$ cat src/rtl/tmr_vote_pkg.sv
package tmr_vote_pkg;
  localparam int NUM_UNITS = 3;

  typedef enum logic [1:0] {
    UNIT_OK      = 2'd0,
    UNIT_RETRIED = 2'd1,
    UNIT_OUT     = 2'd2
  } unitState_e;

  // strobes from control to datapath
  typedef struct packed {
    logic       load;
    logic [1:0] sel;
  } dpStrobe_t;
endpackage

$ cat src/rtl/tmr_vote_datapath.sv
module tmr_vote_datapath
  import tmr_vote_pkg::*;
#(
  parameter int WIDTH = 32
) (
  input  logic                             clk,
  input  logic                             rst,
  input  logic [NUM_UNITS-1:0][WIDTH-1:0]  unitResult,
  input  dpStrobe_t                        strobe,
  output logic [2:0]                       pairEq,
  output logic [WIDTH-1:0]                 voteResult
);
  // pairEq[0]: unit0 vs unit1, pairEq[1]: unit0 vs unit2, pairEq[2]: unit1 vs unit2
  localparam int PAIR_LO [3] = '{0, 0, 1};
  localparam int PAIR_HI [3] = '{1, 2, 2};

  for (genvar p = 0; p < 3; p++) begin : g_pair
    assign pairEq[p] = (unitResult[PAIR_LO[p]] == unitResult[PAIR_HI[p]]);
  end

  logic [WIDTH-1:0] pickWord;

  always_comb begin
    case (strobe.sel)
      2'd0:    pickWord = unitResult[0];
      2'd1:    pickWord = unitResult[1];
      default: pickWord = unitResult[2];
    endcase
  end

  always_ff @(posedge clk) begin
    if (rst)              voteResult <= '0;
    else if (strobe.load) voteResult <= pickWord;
  end
endmodule

$ cat src/rtl/tmr_vote_ctrl.sv
module tmr_vote_ctrl
  import tmr_vote_pkg::*;
#(
  parameter int TMO_W = 8
) (
  input  logic                  clk,
  input  logic                  rst,
  input  logic [NUM_UNITS-1:0]  unitValid,
  input  logic [2:0]            pairEq,
  input  logic [TMO_W-1:0]      timeoutLimit,
  output dpStrobe_t             strobe,
  output logic                  voteValid,
  output logic                  noMajority,
  output logic [NUM_UNITS-1:0]  restartPulse,
  output logic [NUM_UNITS-1:0]  isolated,
  output logic                  fatal
);
  localparam int CNT_W = TMO_W + 1;

  unitState_e             unitState [NUM_UNITS];
  logic [NUM_UNITS-1:0]   active;
  logic [NUM_UNITS-1:0]   faultMask;
  logic [1:0]             activeCnt;
  logic                   compareNow, partialNow, timeoutHit, splitVote;
  logic [TMO_W-1:0]       waitCnt;
  logic [TMO_W-1:0]       effLimit;

  for (genvar u = 0; u < NUM_UNITS; u++) begin : g_iso
    assign isolated[u] = (unitState[u] == UNIT_OUT);
  end

  assign active     = ~isolated;
  assign activeCnt  = 2'(active[0]) + 2'(active[1]) + 2'(active[2]);
  assign fatal      = (activeCnt < 2'd2);
  assign compareNow = !fatal && ((unitValid & active) == active);
  assign partialNow = !fatal && !compareNow && (|(unitValid & active));
  assign effLimit   = (timeoutLimit == '0) ? TMO_W'(1) : timeoutLimit;
  assign timeoutHit = partialNow &&
                      (({1'b0, waitCnt} + CNT_W'(1)) >= {1'b0, effLimit});

  always_comb begin
    strobe    = '0;
    faultMask = '0;
    splitVote = 1'b0;
    if (compareNow) begin
      if (activeCnt == 2'd3) begin
        if (pairEq[0] || pairEq[1]) begin
          strobe.load  = 1'b1;
          strobe.sel   = 2'd0;
          faultMask[1] = !pairEq[0];
          faultMask[2] = !pairEq[1];
        end else if (pairEq[2]) begin
          strobe.load  = 1'b1;
          strobe.sel   = 2'd1;
          faultMask[0] = 1'b1;
        end else begin
          splitVote = 1'b1;
        end
      end else begin
        // two survivors: only a match check is possible
        if (isolated[0]) begin
          strobe.sel  = 2'd1;
          strobe.load = pairEq[2];
        end else if (isolated[1]) begin
          strobe.sel  = 2'd0;
          strobe.load = pairEq[1];
        end else begin
          strobe.sel  = 2'd0;
          strobe.load = pairEq[0];
        end
        splitVote = !strobe.load;
      end
    end else if (timeoutHit) begin
      faultMask = active & ~unitValid;
    end
  end

  for (genvar u = 0; u < NUM_UNITS; u++) begin : g_unit
    always_ff @(posedge clk) begin
      if (rst) begin
        unitState[u]    <= UNIT_OK;
        restartPulse[u] <= 1'b0;
      end else begin
        restartPulse[u] <= faultMask[u] && (unitState[u] == UNIT_OK);
        if (faultMask[u]) begin
          unitState[u] <= (unitState[u] == UNIT_OK) ? UNIT_RETRIED : UNIT_OUT;
        end
      end
    end
  end

  always_ff @(posedge clk) begin
    if (rst) begin
      waitCnt    <= '0;
      voteValid  <= 1'b0;
      noMajority <= 1'b0;
    end else begin
      voteValid  <= strobe.load;
      noMajority <= splitVote;
      if (!partialNow || timeoutHit) waitCnt <= '0;
      else                           waitCnt <= waitCnt + TMO_W'(1);
    end
  end
endmodule

$ cat src/rtl/tmr_vote_guard.sv
module tmr_vote_guard
  import tmr_vote_pkg::*;
#(
  parameter int WIDTH = 32,
  parameter int TMO_W = 8
) (
  input  logic                            clk,
  input  logic                            rst,
  input  logic [NUM_UNITS-1:0]            unitValid,
  input  logic [NUM_UNITS-1:0][WIDTH-1:0] unitResult,
  input  logic [TMO_W-1:0]                timeoutLimit,
  output logic [WIDTH-1:0]                voteResult,
  output logic                            voteValid,
  output logic                            noMajority,
  output logic [NUM_UNITS-1:0]            restartPulse,
  output logic [NUM_UNITS-1:0]            isolated,
  output logic                            fatal
);
  dpStrobe_t  strobe;
  logic [2:0] pairEq;

  tmr_vote_datapath #(.WIDTH(WIDTH)) u_datapath (
    .clk        (clk),
    .rst        (rst),
    .unitResult (unitResult),
    .strobe     (strobe),
    .pairEq     (pairEq),
    .voteResult (voteResult)
  );

  tmr_vote_ctrl #(.TMO_W(TMO_W)) u_ctrl (
    .clk          (clk),
    .rst          (rst),
    .unitValid    (unitValid),
    .pairEq       (pairEq),
    .timeoutLimit (timeoutLimit),
    .strobe       (strobe),
    .voteValid    (voteValid),
    .noMajority   (noMajority),
    .restartPulse (restartPulse),
    .isolated     (isolated),
    .fatal        (fatal)
  );
endmodule

$ cat config.mk
export PLATFORM = sky130hd
export DESIGN_NAME = tmr_vote_guard
export DESIGN_NICKNAME = d
export VERILOG_FILES = /design/src/rtl/tmr_vote_pkg.sv /design/src/rtl/tmr_vote_datapath.sv /design/src/rtl/tmr_vote_ctrl.sv /design/src/rtl/tmr_vote_guard.sv
export SDC_FILE = /design/constraint.sdc
export NUM_CORES = 1
export LEC_CHECK = 0
export BUFFER_PORTS_ARGS = -buffer_cell sky130_fd_sc_hd__buf_2
export CAP_MARGIN = 20
export CORE_MARGIN = 8
export CORE_UTILIZATION = 35
export DETAILED_ROUTE_END_ITERATION = 16
export PLACE_DENSITY = 0.7
export RECOVER_POWER = 50
export SLEW_MARGIN = 10
export SYNTH_ARGS = -nofsm -noshare
export SYNTH_HDL_FRONTEND = slang
export SYNTH_SLANG_ARGS = --single-unit
$ cat constraint.sdc
create_clock -name clk -period 7.4 [get_ports clk]
set_input_delay 0.74 -clock clk [delete_from_list [all_inputs] [get_ports clk]]
set_output_delay 0.74 -clock clk [all_outputs]
set_load 0.02 [all_outputs]
; ---- After elaboration in Yosys (flattened, before gate mapping)
; Memories as Yosys holds them, arrays and structs flattened.
; Index checks and enable logic that the tools add are counted.
[word_totals]
reg_bits = 45
latch_bits = 0
ram_bits = 6
mem_bits_ro = 0
out_inout_bits = 41
n_memories = 1
[classes]
n_addsub = 4
mul = 0
div = 0
order_cmp = 2
eq_ne = 9
shifts = 0
n_mux = 36
bitwise_logic = 8
n_reduce_logical = 23
[mem_list]
columns = name, depth, width, rd, rd_clocked_by_memory_dff, wr, line_no
row1 = u_ctrl.unitState, 3, 2, 3, 0, 3, tmr_vote_ctrl.sv:20  ; unitState_e unitState [NUM_UNITS];
[op_table]
columns = op, count
row1 = 32-bit equality test, 3
row2 = 32-bit one-hot mux with 2 select lines, 1
row3 = 3-bit 2-to-1 mux, 11
row4 = 1-bit 2-to-1 mux, 16
row5 = 2-bit 2-to-1 mux, 7
row6 = 8-bit by 1-bit adder with 9-bit output (second input constant), 1
row7 = 9-bit by 8-bit greater-or-equal comparator with 1-bit output, 1
row8 = 8-bit by 1-bit adder with 8-bit output (second input constant), 1
row9 = 2-bit equality test (second input constant), 4
row10 = 2-bit logical NOT, 4
row11 = 8-bit logical NOT, 1
row12 = 8-bit 2-to-1 mux, 1
row13 = 1-bit logical AND, 7
row14 = 3-bit AND, 2
row15 = 1-bit logical NOT, 6
row16 = 3-bit NOT, 2
row17 = 2-bit OR reduction, 2
row18 = 3-bit equality test, 1
row19 = 1-bit bitwise OR, 3
row20 = 3-bit OR reduction, 1
row21 = 1-bit by 1-bit adder with 2-bit output, 1
row22 = 2-bit by 1-bit adder with 2-bit output, 1
row23 = 2-bit by 1-bit equality test with 1-bit output (second input constant), 1
row24 = 1-bit logical OR, 2
row25 = other kinds (2), 2

; ---- Longest topological paths before layout
[depth]
depth_word = 17
depth_mapped = 11
depth_no_buf = 10

; ---- Hierarchy
; A second synthesis with hierarchy kept.
[hier_totals]
hier_cells = 486
area_unflattened_um2 = 4176.5
[by_module_without_submodules]
columns = mod, instances, cells_per_inst, area_per_inst_um2, seq_area_each_um2
row1 = tmr_vote_datapath, 1, 342, 2924.1, 640.6
row2 = tmr_vote_ctrl, 1, 144, 1252.5, 440.4

; ---- Least setup slack after synthesis
; OpenSTA, ideal clock, no wires.
[synth_path]
kind = input port to flip-flop
start = input port timeoutLimit[5]
end = memory u_ctrl.unitState[0][0] in the netlist's numbering, enable pin
arrival_time_ns = 2.463
slack_ns = 4.670
cell_stages = 10
n_path_buf = 0
cell_sequence = nor4_1 > a41o_1 > ha_1 > nand2b_1 > a21o_1 > a21oi_1 > o21ai_0 > a211o_1 > nand3_1 > nand3b_1
[synth_lines]
columns = item, line_no
row1 = "start, declared", tmr_vote_guard.sv:11  ; input logic [TMO_W-1:0] timeoutLimit,
row2 = "end, declared", tmr_vote_ctrl.sv:20

==> impl_metrics.py <==
metrics = {
    "clock_network": {
        "cts_max_level": 2,
        "cts_root_buffer": "sky130_fd_sc_hd__clkbuf_8",
        "post_cts_resize_count": 0,
        "post_cts_hold_buffer_count": 0,
        "numCtsBuffers": 5,
        "cts_tree": "done",
        "postCtsSetupRepairBufs": 0,
        "ctsLongestPathBuffers": 2,
        "clk_latency_ns": 0.31,
        "clk_pin_slew_ns": 0.10,
        "clock_sinks": 51,
    },
    "route": {
        "route.met2.wl_um": 6570,
        "drt-total-wl_um": 13300,
        "drt_first_pass_iters": 4,
        "drcViolationCount": 0,
        "ant_nets": 0,
        "wirelength_met1_um": 5760,
        "route.top_layer_used": "met5",
        "viasPerCell": 5.29,
        "drt_first_iter_violations": 255,
        "route.detailed.wl_per_inst_um": 19.4,
        "route.met3.wl_um": 785,
        "total_number_of_vias": 3620,
    },
    "setup_path": {
        "critPathRequiredTime_ns": 7.54,
        "worst_path_dominant_cell_family": "simple AND/OR/NAND/NOR gates",
        "critical_path.slowest_cell": "sky130_fd_sc_hd__or4_1",
        "worstPathArrival_ns": 3.57,
        "crit_path_max_incr_delay_ns": 1.03,
        "timing.critical_path.cells": "nand2b_1 -> inv_1 -> fa_1 -> nor2_1 -> or3_1 -> o221ai_1 -> or4_1 -> a22oi_1",
        "path_buf_inv": 1,
        "startpoint_type": "flop",
        "timing.setup.critical_path_class": "flop to flop",
        "path_max_fanout": 23,
        "timing.critical_path.to_type": "flop",
    },
    "cells_and_area": {
        "stdcell_count": 684,
        "share_of_cells_above_drive_strength_1_pct": 26.7,
        "n_antenna_cell": 0,
        "final_core_utilization_pct": 43.6,
        "syn_to_final_growth_pct": 21.4,
        "final_net_count": 662,
    },
    "status": {
        "result_of_the_run": "complete, no violations",
    },
    "logic_synthesis": {
        "postSynthCellCount": 404,
        "netlist_top_cells_count": "sky130_fd_sc_hd__xor2_1, sky130_fd_sc_hd__dfxtp_1, sky130_fd_sc_hd__xnor2_1",
        "synth_warnings": 0,
        "fraction_of_synthesis_flops_using_an_asynchronous_set_or_reset_pin_pct": 0,
        "synth_enable_flop_cells": 6,
        "ys_types": 49,
        "ys_ff_latch": 51,
        "syn-num-nets": 523,
        "synth.area.top_cells": "sky130_fd_sc_hd__dfxtp_1, sky130_fd_sc_hd__xor2_1, sky130_fd_sc_hd__mux2i_1",
        "post_synth_instance_area_um2": 3890,
        "netlist.area_leader.share_pct": 23.1,
        "yosys.area.top_type": "sky130_fd_sc_hd__dfxtp_1",
        "synthMostInstantiatedCell": "sky130_fd_sc_hd__xor2_1",
        "synth_sequential_area_ratio_pct": 27.8,
        "yosys_most_used_dff": "sky130_fd_sc_hd__dfxtp_1",
        "synth.avg_cell_area_um2": 9.64,
    },
    "floorplan": {
        "die_y_um": 121,
        "io-pin-count": 150,
        "fp.dieW_um": 121,
        "placementRows": 38,
        "die-area_um2": 14800,
        "floorplan.initialDensity_pct": 35.9,
        "coreArea_um2": 10800,
    },
    "sta": {
        "final_worst_path_period_share_pct": 46.4,
        "final.min_clock_period_ns": 3.43,
        "finalSetupTns_ns": 0,
        "slew-limit-headroom_pct": 13.1,
        "finalMaxSlewViolations": 0,
        "final-setup-viol-count": 0,
        "number_of_hold_violations_in_the_final_report": 0,
        "finClkSkew_ns": 0.0124,
        "fmax_mhz": 292,
        "worst_slew_pin_slew_ns": 1.30,
        "grt_setup_unrepaired": "no",
    },
    "flow_run": {
        "max-cap-violations": 0,
    },
    "global_routing": {
        "grt_pass1_vias": 3801,
        "grt_pass1_wl_um": 20400,
        "grt_max_degree": 48,
        "global_route.usage.total_pct": 17.5,
        "overflow": 0,
        "initial_antenna_violation_count": 1,
    },
    "placed_design": {
        "numPlacedInstances": 676,
        "port-buffer-count": 149,
        "dp.final_hpwl_um": 10800,
        "place_congestion": 0.919,
    },
    "pwr": {
        "pwr-share-clk_pct": 28.5,
        "power_switching_w": 0.000187,
        "netSwitchingFraction_pct": 30.6,
        "share_comb_of_total_power_pct": 25.0,
        "leakage_nw": 2.12,
        "internal-power_w": 0.000424,
        "worst_ir_drop_vdd_uv": 71.2,
        "power_density_nw_per_um2": 129,
        "sequentialPowerShare_pct": 46.5,
    },
    "min_path": {
        "worst_min_delay_path_category": "flop to flop",
    },
}
-- cell usage in the layout (no fill, tap or decap), types with 2 or more instances in the layout --
| cell type | netlist | final |
|---|---|---|
| sky130_fd_sc_hd__buf_2 | 2 | 107 |
| sky130_fd_sc_hd__xor2_1 | 68 | 68 |
| sky130_fd_sc_hd__dfxtp_1 | 45 | 45 |
| sky130_fd_sc_hd__clkbuf_1 | 9 | 43 |
| sky130_fd_sc_hd__xnor2_1 | 34 | 34 |
| sky130_fd_sc_hd__mux2i_1 | 32 | 32 |
| sky130_fd_sc_hd__nand2b_1 | 27 | 27 |
| sky130_fd_sc_hd__a22oi_2 | 19 | 19 |
| sky130_fd_sc_hd__nor4_1 | 15 | 15 |
| sky130_fd_sc_hd__inv_1 | 14 | 14 |
| sky130_fd_sc_hd__a211oi_1 | 14 | 14 |
| sky130_fd_sc_hd__nor2_1 | 13 | 13 |
| sky130_fd_sc_hd__nand4_1 | 12 | 12 |
| sky130_fd_sc_hd__a31oi_1 | 11 | 11 |
| sky130_fd_sc_hd__ha_1 | 9 | 9 |
| sky130_fd_sc_hd__nand3_1 | 7 | 7 |
| sky130_fd_sc_hd__nor2b_1 | 7 | 7 |
| sky130_fd_sc_hd__a2111oi_0 | 6 | 6 |
| sky130_fd_sc_hd__clkbuf_8 | 0 | 6 |
| sky130_fd_sc_hd__edfxtp_1 | 6 | 6 |
| sky130_fd_sc_hd__nand3b_1 | 5 | 5 |
| sky130_fd_sc_hd__a21oi_1 | 4 | 4 |
| sky130_fd_sc_hd__nor4_2 | 4 | 4 |
| sky130_fd_sc_hd__or3_1 | 3 | 3 |
| sky130_fd_sc_hd__a22oi_1 | 3 | 3 |
| sky130_fd_sc_hd__nand2_1 | 2 | 2 |
| sky130_fd_sc_hd__a21o_1 | 2 | 2 |
| sky130_fd_sc_hd__o21ai_0 | 2 | 2 |
| sky130_fd_sc_hd__a222oi_1 | 2 | 2 |
| sky130_fd_sc_hd__nor3_1 | 3 | 2 |
-- power by group through the flow --
| stage | Combinational, W | Clock (W) | Sequential (W) |
|---|---|---|---|
| 2_1_floorplan | 0.0000787 | 0 | 0.000290 |
| 3_3_place_gp | 0.000149 | 0 | 0.000290 |
| 3_5_place_dp | 0.000151 | 0 | 0.000290 |
| 4_1_cts | 0.000152 | 0.000179 | 0.000284 |
| 5_1_grt | 0.000165 | 0.000189 | 0.000284 |
| 6_report | 0.000153 | 0.000174 | 0.000284 |
-- state kept, by name, summed over array words and instances, names as in the netlist --
| signal | cells |
|---|---|
| u_ctrl.noMajority | 1 |
| u_ctrl.voteValid | 1 |
| u_ctrl.restartPulse | 3 |
| u_ctrl.waitCnt | 8 |
| u_ctrl.unitState | 6 |
| u_datapath.voteResult | 32 |
-- path summary, 6_finish.rpt --
check | startpoint | endpoint | slack (ns) | cells past startpoint
setup / recovery | u_ctrl.unitState[0][1]$_SDFFCE_PN0P_ | u_datapath.voteResult[11]$_SDFFE_PP0P_ | 3.97 | 8
hold reg to reg | u_ctrl.waitCnt[0]$_SDFF_PP0_ | u_ctrl.waitCnt[0]$_SDFF_PP0_ | 0.50 | 1
setup reg to reg | u_ctrl.unitState[0][1]$_SDFFCE_PN0P_ | u_datapath.voteResult[11]$_SDFFE_PP0P_ | 3.97 | 8
hold / removal | u_ctrl.waitCnt[0]$_SDFF_PP0_ | u_ctrl.waitCnt[0]$_SDFF_PP0_ | 0.50 | 1
-- area by class of cell --
class | count | area [µm²]
clock buffer | 7 | 86.3
clock inverter | 1 | 5.00
fill | 1087 | 6110
inverter | 16 | 60.1
multi-input combinational | 319 | 2620
sequential | 51 | 1080
tap | 140 | 175
timing repair buffer | 150 | 701
-- metal layers --
layer  up-vias  global-route usage (%)
met3        15                    4.00
met2       130                    30.8
met4         2                    3.39
met5         -                       0
met1      1723                    21.2
li1       1750                       -
-- worst reg2reg max path, delay by kind of cell (launching register included) --
kind	cells	cell delay, ns
simple gates	4	1.60
buf+inv	1	0.14
compound gates	2	0.48
fa+ha+maj	1	0.62
flops	1	0.43
-- logic make-up (layout without fill, tap and decap cells) --
| family | count (synthesis) | count (layout) | synth area share (%) |
|---|---|---|---|
| compound gates | 72 | 72 | 16.3 |
| xor+xnor | 102 | 102 | 22.9 |
| fa+ha+maj | 10 | 10 | 3.41 |
| buf+inv | 34 | 174 | 5.04 |
| flops | 51 | 51 | 27.8 |
| mux | 32 | 32 | 8.22 |
| simple gates | 103 | 103 | 16.4 |
-- stage by stage --
stage	power (W)	setup WS, ns	hold slack [ns]	area, µm²
after global routing	0.000638	3.75	0.521	4730
after floorplan	0.000369	4.67	0.445	3890
after CTS	0.000615	4.20	0.502	4780
after detailed placement	0.000441	3.87	0.479	4690
after global placement	0.000439	3.89	0.463	4690
final	0.000610	3.97	0.498	4730
No activity file was read; power rests on OpenSTA's default activity.
